--- config.mk ---
export PLATFORM = sky130hd
export DESIGN_NAME = clk_gate_ctrl
export DESIGN_NICKNAME = d
export VERILOG_FILES = /design/src/rtl/clk_gate_pkg.sv /design/src/rtl/cg_sync.sv /design/src/rtl/cg_chan.sv /design/src/rtl/cg_power.sv /design/src/rtl/clk_gate_ctrl.sv
export SDC_FILE = /design/constraint.sdc
export NUM_CORES = 1
export LEC_CHECK = 0
export ABC_CLOCK_PERIOD_IN_PS = 2500
export BUFFER_PORTS_ARGS = -buffer_cell sky130_fd_sc_hd__buf_2
export CAP_MARGIN = 25
export CORE_MARGIN = 10
export CORE_UTILIZATION = 30
export DETAILED_ROUTE_END_ITERATION = 16
export SYNTH_ARGS = -nofsm -noshare
export SYNTH_HDL_FRONTEND = slang
export SYNTH_HIERARCHICAL = 1
export SYNTH_SLANG_ARGS = --single-unit
--- constraint.sdc ---
create_clock -name clk -period 2.5 [get_ports clk]
set_input_delay 0.5 -clock clk [delete_from_list [all_inputs] [get_ports clk]]
set_output_delay 0.5 -clock clk [all_outputs]
set_load 0.05 [all_outputs]
--- src/rtl/clk_gate_pkg.sv ---
package clk_gate_pkg;
  typedef enum logic [1:0] {
    MODE_LOW_BW  = 2'b00,
    MODE_BYPASS  = 2'b01,
    MODE_HIGH_BW = 2'b10,
    MODE_RSVD    = 2'b11
  } mode_e;

  // readback code of a decoded mode
  function automatic logic [1:0] mode_readback(input logic [1:0] mode);
    case (mode)
      MODE_LOW_BW:  mode_readback = 2'b00;
      MODE_HIGH_BW: mode_readback = 2'b11;
      default:      mode_readback = 2'b01;
    endcase
  endfunction

  // combined enable of one pair
  function automatic logic pair_enable(input logic pin_n, input logic sw);
    pair_enable = ~pin_n & sw;
  endfunction
endpackage

--- src/rtl/cg_sync.sv ---
module cg_sync #(
  parameter int WIDTH   = 1,
  parameter int STAGES  = 3,
  parameter logic RST_VAL = 1'b0
) (
  input  logic             clk,
  input  logic             rst_n,
  input  logic [WIDTH-1:0] d,
  output logic [WIDTH-1:0] q
);
  logic [WIDTH-1:0] chain [STAGES];

  always_ff @(posedge clk or negedge rst_n) begin
    if (!rst_n) chain[0] <= {WIDTH{RST_VAL}};
    else        chain[0] <= d;
  end

  for (genvar s = 1; s < STAGES; s++) begin : g_stage
    always_ff @(posedge clk or negedge rst_n) begin
      if (!rst_n) chain[s] <= {WIDTH{RST_VAL}};
      else        chain[s] <= chain[s-1];
    end
  end

  assign q = chain[STAGES-1];
endmodule

--- src/rtl/cg_chan.sv ---
module cg_chan (
  input  logic clk,
  input  logic rst_n,
  input  logic pin_n_s,
  input  logic sw,
  input  logic ref_ph,
  input  logic hiz,
  output logic out_t,
  output logic out_c
);
  import clk_gate_pkg::*;

  logic want_en;
  logic gate_en;
  logic apply_edge;

  assign want_en    = pair_enable(pin_n_s, sw);
  // next edge brings the true line low: the only edge where gating may change
  assign apply_edge = ref_ph;

  always_ff @(posedge clk or negedge rst_n) begin
    if (!rst_n)          gate_en <= 1'b0;
    else if (apply_edge) gate_en <= want_en;
  end

  assign out_t = gate_en & ~hiz & ref_ph;
  assign out_c = gate_en & ~hiz & ~ref_ph;
endmodule

--- src/rtl/cg_power.sv ---
module cg_power (
  input  logic       clk,
  input  logic       rst_n,
  input  logic       pg_s,
  input  logic       ref_ph,
  input  logic       freq_sel,
  input  logic [1:0] mode_in,
  output logic       hiz,
  output logic       started,
  output logic       cfg_freq,
  output logic [1:0] cfg_mode_rb
);
  import clk_gate_pkg::*;

  localparam int CNT_W = 2;
  localparam logic [CNT_W-1:0] PD_HITS = CNT_W'(2);

  logic             pg_d;
  logic             pg_rise;
  logic [CNT_W-1:0] low_hits;
  logic             comp_rise_edge;
  logic             comp_fall_edge;
  logic             enter_hiz;
  logic             leave_hiz;

  assign pg_rise        = pg_s & ~pg_d;
  assign comp_rise_edge = ref_ph;
  assign comp_fall_edge = ~ref_ph;
  assign enter_hiz = ~hiz & started & ~pg_s & comp_fall_edge & (low_hits == PD_HITS);
  assign leave_hiz = hiz & started & pg_s & comp_rise_edge;

  always_ff @(posedge clk or negedge rst_n) begin
    if (!rst_n) begin
      pg_d        <= 1'b0;
      started     <= 1'b0;
      cfg_freq    <= 1'b0;
      cfg_mode_rb <= 2'b00;
    end else begin
      pg_d <= pg_s;
      if (pg_rise && !started) begin
        started     <= 1'b1;
        cfg_freq    <= freq_sel;
        cfg_mode_rb <= mode_readback(mode_in);
      end
    end
  end

  always_ff @(posedge clk or negedge rst_n) begin
    if (!rst_n)                                    low_hits <= '0;
    else if (pg_s || !started)                     low_hits <= '0;
    else if (comp_rise_edge && low_hits != PD_HITS) low_hits <= low_hits + 1'b1;
  end

  always_ff @(posedge clk or negedge rst_n) begin
    if (!rst_n)         hiz <= 1'b1;
    else if (enter_hiz) hiz <= 1'b1;
    else if (leave_hiz) hiz <= 1'b0;
  end
endmodule

--- src/rtl/clk_gate_ctrl.sv ---
module clk_gate_ctrl #(
  parameter int N_OUT       = 8,
  parameter int SYNC_STAGES = 3
) (
  input  logic             clk,
  input  logic             rst_n,
  input  logic             pwr_ok_n_pd,
  input  logic [N_OUT-1:0] oe_n,
  input  logic [N_OUT-1:0] sw_en,
  input  logic             freq_sel,
  input  logic [1:0]       mode_in,
  output logic [N_OUT-1:0] clk_t,
  output logic [N_OUT-1:0] clk_c,
  output logic             out_hiz,
  output logic             cfg_valid,
  output logic             cfg_freq,
  output logic [1:0]       cfg_mode_rb
);
  logic             ref_ph;
  logic             pg_s;
  logic [N_OUT-1:0] oe_n_s;
  logic             started;

  always_ff @(posedge clk or negedge rst_n) begin
    if (!rst_n) ref_ph <= 1'b0;
    else        ref_ph <= ~ref_ph;
  end

  cg_sync #(.WIDTH(1), .STAGES(SYNC_STAGES), .RST_VAL(1'b0)) u_pg_sync (
    .clk(clk), .rst_n(rst_n), .d(pwr_ok_n_pd), .q(pg_s));

  cg_sync #(.WIDTH(N_OUT), .STAGES(SYNC_STAGES), .RST_VAL(1'b1)) u_oe_sync (
    .clk(clk), .rst_n(rst_n), .d(oe_n), .q(oe_n_s));

  cg_power u_power (
    .clk(clk), .rst_n(rst_n), .pg_s(pg_s), .ref_ph(ref_ph),
    .freq_sel(freq_sel), .mode_in(mode_in), .hiz(out_hiz),
    .started(started), .cfg_freq(cfg_freq), .cfg_mode_rb(cfg_mode_rb));

  for (genvar i = 0; i < N_OUT; i++) begin : g_pair
    cg_chan u_chan (
      .clk(clk), .rst_n(rst_n), .pin_n_s(oe_n_s[i]), .sw(sw_en[i]),
      .ref_ph(ref_ph), .hiz(out_hiz), .out_t(clk_t[i]), .out_c(clk_c[i]));
  end

  assign cfg_valid = started;
endmodule

After elaboration in Yosys (flattened, before gate mapping)
Index checks and enable logic that the tools add are counted.
{"block": "totals", "ff_bits": 44, "elab_cells": 89}
{"block": "op_classes", "addsub": 1, "n_eq_ne": 3, "mux": 5, "n_bitwise": 52, "reduce_logical": 7}
{"op": "$and 1x1->1", "count": 40}
{"op": "$not 1->1", "count": 12}
{"op": "$eq 2x2->1 const B", "count": 2}
{"op": "$mux 2", "count": 2}
{"op": "$pmux 2 s2", "count": 1}
{"op": "$reduce_bool 2->1", "count": 2}
{"op": "$add 2x1->2 const B", "count": 1}
{"op": "$logic_and 1x1->1", "count": 2}
{"op": "$logic_not 2->1", "count": 1}
{"op": "$mux 1", "count": 2}
{"op": "$ne 2x2->1 const B", "count": 1}
{"op": "$logic_not 1->1", "count": 1}
{"op": "$logic_or 1x1->1", "count": 1}

Logic depth before layout (Yosys ltp)
Gate-level depths: netlist of run 1.
{"block": "logic_depth", "word_depth": 6, "ltp_mapped": 5, "depth_no_buf": 5}

Cells and area by module
The synthesis of run 1 kept the hierarchy.
{"module": "cg_sync (u_oe_sync)", "instances": 1, "cells_each": 32, "area_each_um2": 690.7, "seq_area_each_um2": 630.6}
{"module": "cg_chan", "instances": 8, "cells_each": 6, "area_each_um2": 63.8, "seq_area_each_um2": 25.0}
{"module": "cg_power", "instances": 1, "cells_each": 33, "area_each_um2": 360.3, "seq_area_each_um2": 201.4}
{"module": "cg_sync (u_pg_sync)", "instances": 1, "cells_each": 3, "area_each_um2": 75.1, "seq_area_each_um2": 75.1}
{"module": "clk_gate_ctrl", "instances": 1, "cells_each": 2, "area_each_um2": 28.8, "seq_area_each_um2": 25.0}

Least setup slack after synthesis of run 1
No wires, ideal clock.
{"block": "synth_timing", "path_type": "register to output", "startpoint": "register ref_ph", "endpoint": "output port clk_t[0]", "arrival_ns": 1.638, "t_required_ns": 2.000, "setup_slack_ns": 0.362, "path_stages_with_launch": 2, "cell_sequence": "dfrtp_1 nor3b_2"}
{"block": "synth_via", "elab_chain_len": 1}
{"item": "start: declaration", "line_no": "clk_gate_ctrl.sv:19", "source": "logic ref_ph;"}
{"item": "start signal: assignment", "line_no": "clk_gate_ctrl.sv:26", "source": "else ref_ph <= ~ref_ph;"}
{"item": "$and 1x1->1", "line_no": "cg_chan.sv:26", "source": "assign out_t = gate_en & ~hiz & ref_ph;"}
{"item": "end: declaration", "line_no": "clk_gate_ctrl.sv:12", "source": "output logic [N_OUT-1:0] clk_t,"}
Every way passes these cells.

Worst setup path after layout of run 1
{"block": "layout_timing", "startpoint": "register u_power.hiz", "endpoint": "output port out_hiz"}
{"item": "start: declaration", "line_no": "cg_power.sv:8", "source": "output logic hiz,"}
{"item": "start signal: assignment", "line_no": "cg_power.sv:55", "source": "if (!rst_n) hiz <= 1'b1;"}
{"item": "start signal: assignment", "line_no": "cg_power.sv:56", "source": "else if (enter_hiz) hiz <= 1'b1;"}
{"item": "start signal: assignment", "line_no": "cg_power.sv:57", "source": "else if (leave_hiz) hiz <= 1'b0;"}
{"item": "end: declaration", "line_no": "clk_gate_ctrl.sv:14", "source": "output logic out_hiz,"}
No word-level cell between the ends.

==> results of run 1 <==
-- Yosys cell counts, types with 2 or more instances --
cell type / count
dfrtp_1: 19
nand3b_1: 9
nand2_1: 3
dfstp_2: 25
nor3_2: 8
nor3b_2: 8
a21oi_1: 3
nand2b_1: 2
nor2_1: 3
buf_4: 8
o21ai_0: 10
inv_1: 13
-- final cells by class --
class | instances | area, um2 | share of cell area [%]
well taps | 72 | 90.09 | 4.472
clock buffers | 7 | 76.32 | 3.789
inverters | 13 | 48.80 | 2.422
repair buffers | 44 | 237.7 | 11.80
clock inverters | 1 | 5.005 | 0.2484
flip-flops and latches | 44 | 1132 | 56.21
multi-input cells | 53 | 424.2 | 21.06
-- flip-flops by register name, indices dropped and copies added (netlist names) --
name                   count
u_power/cfg_freq           1
u_power/cfg_mode_rb        2
u_power/low_hits           2
u_oe_sync/q                8
u_power/pg_d               1
u_pg_sync/q                1
u_oe_sync/chain           16
u_power/hiz                1
g_pair.u_chan/gate_en      8
u_pg_sync/chain            2
u_power/started            1
ref_ph                     1
-- worst paths after layout --
kind / start / end / depth (start not counted)
max in group asynchronous: rst_n / u_oe_sync/chain[20]$_DFF_PN1_ / 2
worst max-delay path: u_power/hiz$_DFFE_PN1P_ / out_hiz / 1
worst min register to register: u_pg_sync/chain[1]$_DFF_PN0_ / u_pg_sync/q$_DFF_PN0_ / 0
worst max register to register: u_power/hiz$_DFFE_PN1P_ / u_power/hiz$_DFFE_PN1P_ / 2
min in group clk: oe_n[6] / u_oe_sync/chain[22]$_DFF_PN1_ / 1
worst min-delay path: rst_n / g_pair[4].u_chan/gate_en$_DFFE_PN0P_ / 1
-- cells by family (layout without fill, tap and decap cells) --
logic type	after synthesis	after routing	share of synthesized area [%]
and+or+nand+nor	36	36	19.01
muxes	1	1	0.9013
AOI/OAI and AO/OA	15	15	4.809
DFF	44	44	67.99
adders and majority gates	1	1	0.7512
buffers and inverters	21	65	6.537
-- metrics by stage --
stage,hold WS [ps],util (%)
2_1_floorplan,204.4,-
3_5_place_dp,338.6,35.54
4_1_cts,296.3,37.04
3_3_place_gp,333.3,35.54
6_report,286.0,37.04
5_1_grt,289.4,37.04
-- per-layer routing --
layer / wire length [um] / part of all wire, % / up-vias
li1: - / - / 463
met1: 1378 / 48 / 454
met2: 1146 / 40 / 35
met3: 317 / 11 / 5
met4: 46 / 1.6 / 0
met5: 0 / 0 / -
-- power by group through the flow --
stage,Sequential (uW),Clock (uW),Combinational (uW)
floorplan,835,0,82.4
global placement,808,0,161
detailed placement,809,0,163
CTS,798,427,163
global route,803,460,175
finish,797,414,160
==> parameters.txt, run 1 <==
Parameter                              Value

Status
  Result of the run    finished clean

Routing
  DRC violation count after routing    0
  Vias/cell    4.090
  Total wirelength of the detailed-routed design    2.889 mm
  Vias after detailed routing    957
  Number of antenna-violating nets in the routed design    0
  Wire per inst    roughly 12 um
  Count of TritonRoute iterations in the first routing pass    4
  First DRT Iteration DRCs    42

Clocking
  Clock tree from TritonCTS    yes
  Number of buffers inserted by post-CTS setup repair    0
  H-Tree Depth    2
  Clock transition time at the flip-flop clock pins of the worst setup and hold paths    80 ps
  Root buf cell    clkbuf_8
  Clk_lat worst skew    290 ps
  Sinks on the clock net    44
  Post-cts gate resize count    0
  Clock Path Buffers    2
  Count of hold-fix buffers inserted at cts    0
  Num CTS Buffers    5

Global routing
  Number of antenna violations at the first check in global routing    0
  Global-route wire length before repair    ~5 mm
  Global-route congestion overflow total    0
  Maximum number of pins on one net before global-route repair    38
  Met3 usage    3.648%
  Fraction of met1 tracks used by global routing    8.849%
  Via count of the first global-routing pass    1051
  Most heavily used metal layer in global routing    met2
  Global Route met2 Usage    between 8 and 9%
  Aggregate global-route resource usage    6.877%

Placement
  Total placed cells including tap cells    226
  Cell area after placement    1933 um2
  Number of port buffers    42
  Placement-stage worst setup slack    784.8 ps
  Total half-perimeter wirelength after legalization and detailed placement    2.116 mm
  GP Congestion    0.6591

Logic synthesis
  Number of flip-flops and latches in the synthesized netlist    44
  Biggest area consumer among synthesized cells    dfstp_2
  Proportion of register bits with asynchronous set or reset after synthesis    100.0%
  Synth Cell Area    1665 um2
  Post-synthesis area per instance    14.11 um2
  Most used flip-flop cell after synthesis    dfstp_2
  Post-Syn Nets    141
  Post-synthesis cell type count    19
  Cell types occupying the most area after synthesis    dfstp_2 39%, dfrtp_1 29%, nor3b_2 6.0%, nor3_2 4.8%, nand3b_1 4.1%
  Post-Synthesis Cells    approximately 120
  Top-area cell type share of the netlist area    39.44%
  Sequential element share of the synthesized area    67.99%
  Total of warnings raised by yosys    6
  Number of enable flip-flop cells after synthesis    0

Final layout
  Commonest cells after routing, fill and taps aside    42 x buf_2, 25 x dfstp_2, 19 x dfrtp_1, 13 x inv_1, 10 x o21ai_0
  Count of non-filler cells in the finished layout    about 230
  Layout Cell Area excl Fill    a little over 2000 um2
  Most frequent standard cell in the layout excluding fill and tap cells    buf_2
  Filler Cells Inserted    about 530
  Ant diodes    0
  Signed area change from the synthesized netlist to the final layout    20.96%
  Net count, final    roughly 180
  Fraction of final layout cells sized beyond drive strength 1    roughly three fifths

STA
  Final Skew    3.226 ps
  Slew at the pin with the worst max-slew slack    778.5 ps
  Accumulated negative setup slack    0 ps
  Final Hold Violating Endpoints    0
  Worst setup margin    465.1 ps
  Crit path time final    2035 ps
  Max transition margin    48.10%
  RSZ-0062 raised after global routing    no
  Pins Over Slew Limit    0
  Fmax    slightly below 0.5 GHz
  Number of setup violations in the final report    0
  Share of the clock period used by the worst path    around four fifths

Critical path
  CP Class    reg -> out
  Required time at the endpoint of the critical path    2000 ps
  Critical path buffer and inverter count    1
  Standard cell with the maximum stage delay on the critical path    dfstp_2
  Crit-path cells    buf_2
  Maximum fanout along the worst path    19
  Worst setup SP type    register
  Kind of cell adding the most delay to the critical path    flip-flops
  Worst setup slack for register-to-register paths    around 1300 ps
  Endpoint type of the worst setup path    primary output
  Stage delay of the slowest cell on the critical path    870 ps
  Arrival time worst endpoint    1530 ps

Min path
  Worst min path class    in -> async

Die
  Total Die Area    8931 um2
  Width of the die    94.51 um
  Core area    5439 um2
  Initial core utilization    a little under a third
  Die outline height    94.51 um
  Number of core rows    27
  Top Ports    43

Power and ir drop
  Maximum vdd drop    0.0003907 V
  Standby leakage power    0.0009252 uW
  Comb pwr share    11.7%
  Portion of total power attributed to the clock network    30.2%
  Pwr Density    680.5 nW/um2
  P_sw    358.6 uW
  Fraction of power spent switching nets    26.16%
  Design Power    1371 uW
  Flop pwr share    slightly below 60%
  Internal power component    1012 uW

Flow run
  Number of maximum-capacitance violations    0
Note: power is estimated with default switching activity, not from simulation.
==> run 2, diff against run 1 <==
--- a/config.mk
+++ b/config.mk
@@ -5,7 +5,7 @@
 export SDC_FILE = /design/constraint.sdc
 export NUM_CORES = 1
 export LEC_CHECK = 0
-export ABC_CLOCK_PERIOD_IN_PS = 2500
+export ABC_CLOCK_PERIOD_IN_PS = 1700
 export BUFFER_PORTS_ARGS = -buffer_cell sky130_fd_sc_hd__buf_2
 export CAP_MARGIN = 25
 export CORE_MARGIN = 10
==> constraint.sdc (replaced) <==
create_clock -name clk -period 1.7 [get_ports clk]
set_input_delay 0.34 -clock clk [delete_from_list [all_inputs] [get_ports clk]]
set_output_delay 0.34 -clock clk [all_outputs]
set_load 0.05 [all_outputs]
==> run 2 against run 1 <==
Combinational power is 95% higher. Via count is 2.1% lower. Die area stayed put. Worst setup slack worse by 420 ps. First-iteration DRC count is 7.1% higher. Global-route usage is 0.27 points lower. Clock-buffer cell count is 2 lower. Final area is 10% higher. Clock power is 87% higher. Highest routed layer unchanged.
==> parameters.txt, run 2 (synthesis gave the netlist of run 1 again) <==
Parameter                              Value

Final layout
  Filler Cells Inserted    507
  Count of non-filler cells in the finished layout    237
  Max FFs per register    16
  Net count, final    187
  Signed area change from the synthesized netlist to the final layout    33.51%
  Final core utilization    40.88%
  Commonest cells after routing, fill and taps aside    25 x buf_2, 25 x dfstp_2, 18 x dfrtp_1, 16 x buf_6, 13 x inv_1
  Fraction of final layout cells sized beyond drive strength 1    around three fifths
  Register with the most flip-flops    u_oe_sync/chain
  Ant diodes    0

Status
  Result of the run    finished clean

STA
  Pins Over Slew Limit    0
  Final hold slack    101.7 ps
  Max transition margin    roughly 65%
  Number of setup violations in the final report    0
  Final Skew    5.732 ps
  Slew at the pin with the worst max-slew slack    521.4 ps
  Final Hold Violating Endpoints    0
  RSZ-0062 raised after global routing    yes
  Share of the clock period used by the worst path    a little over nine tenths
  Fmax    0.6044 GHz
  Crit path time final    roughly 1700 ps

Placement
  GP Congestion    0.7409
  Total half-perimeter wirelength after legalization and detailed placement    2.059 mm
  Number of port buffers    42
  Total placed cells including tap cells    229

Global routing
  Aggregate global-route resource usage    6.604%
  Number of antenna violations at the first check in global routing    0
  Via count of the first global-routing pass    958
  Maximum number of pins on one net before global-route repair    45
  Global-route wire length before repair    4.547 mm
  Global-route congestion overflow total    0

Routing
  Wire per inst    about 12 um
  Vias/cell    3.954
  Total wirelength of the detailed-routed design    roughly 2.8 mm
  Number of antenna-violating nets in the routed design    0
  Count of TritonRoute iterations in the first routing pass    3
  DRC violation count after routing    0
  First DRT Iteration DRCs    45
  Vias after detailed routing    937

Die
  Width of the die    94.51 um
  Core area    5439 um2
  Total Die Area    8931 um2
  Top Ports    between 40 and 50
  Die outline height    ~95 um
  Initial core utilization    a little under a third
  Number of core rows    27

Critical path
  Cells on worst reg2reg path    4
  Worst setup SP type    register
  Maximum fanout along the worst path    20
  CP Class    reg -> out
  Required time at the endpoint of the critical path    around 1400 ps
  Arrival time worst endpoint    1310 ps
  Endpoint type of the worst setup path    primary output

Clocking
  Clk_lat worst skew    290 ps
  Root buf cell    clkbuf_8
  Clock tree from TritonCTS    yes
  Sinks on the clock net    44
  Clock transition time at the flip-flop clock pins of the worst setup and hold paths    80 ps
  Num CTS Buffers    5
  H-Tree Depth    2
  Number of buffers inserted by post-CTS setup repair    0
  Clock Path Buffers    2

Flow run
  Number of maximum-capacitance violations    0

Power and ir drop
  Standby leakage power    0.0009717 uW
  Pwr Density    1006 nW/um2
  Maximum vdd drop    0.0006221 V

Min path
  Worst min path class    in -> async
==> run 2: layer usage <==
metal,up-vias,track usage (%),wire (um)
met5,-,0,0
met4,0,4.489,48
met3,6,2.934,210
met2,25,9.897,1361
met1,436,7.437,1187
li1,470,-,-
==> run 2: critical path: stages, from the launching register on <==
cell and delay (ps):
dfrtp_4 590, nor3b_4 250, buf_6 180
==> run 2: final timing paths <==
check	startpoint	end	slack, ps
min	rst_n	g_pair[1].u_chan/gate_en$_DFFE_PN0P_	100
max in group asynchronous	rst_n	ref_ph$_DFF_PN0_	1200
min reg2reg	u_pg_sync/chain[2]$_DFF_PN0_	u_pg_sync/chain[1]$_DFF_PN0_	350
min in group clk	oe_n[2]	u_oe_sync/chain[18]$_DFF_PN1_	140
max reg2reg	ref_ph$_DFF_PN0_	u_power/low_hits[0]$_DFFE_PN0P_	440
max	ref_ph$_DFF_PN0_	clk_t[2]	50
==> run 2: stage by stage <==
stage / TNS [ps] / instance area (um2) / total power (uW) / setup WS, ps
6_report: 0 / 2223 / 2236 / 45.53
3_3_place_gp: 0 / 2007 / 1460 / 222.5
2_1_floorplan: 0 / 1717 / 1369 / 16.83
3_5_place_dp: 0 / 2007 / 1465 / 197.2
5_1_grt: -194.6 / 2223 / 2340 / -34.78
4_1_cts: -5.739 / 2161 / 2255 / -5.739
==> run 2: repair_timing <==
item / 4_1_cts / 5_1_grt
hold buffers: 0 / 0
endpoints found under the setup margin: 16 / 17
resized for setup: 17 / 17
==> run 2: area by class of cell <==
type / count / area (um2) / share of cell area (%)
Clock buffer: 5 / 68.82 / 3.095
Clock inverter: 3 / 42.54 / 1.913
Inverter: 13 / 48.80 / 2.195
Multi-Input combinational cell: 53 / 474.2 / 21.33
Sequential cell: 44 / 1136 / 51.10
Tap cell: 72 / 90.09 / 4.052
Timing Repair Buffer: 47 / 362.8 / 16.32
==> run 2: where the power goes <==
group	total [uW]	internal (uW)	switching, uW
Clock	774	434	340
Combinational	312	112	200
Sequential	1150	1130	21.0
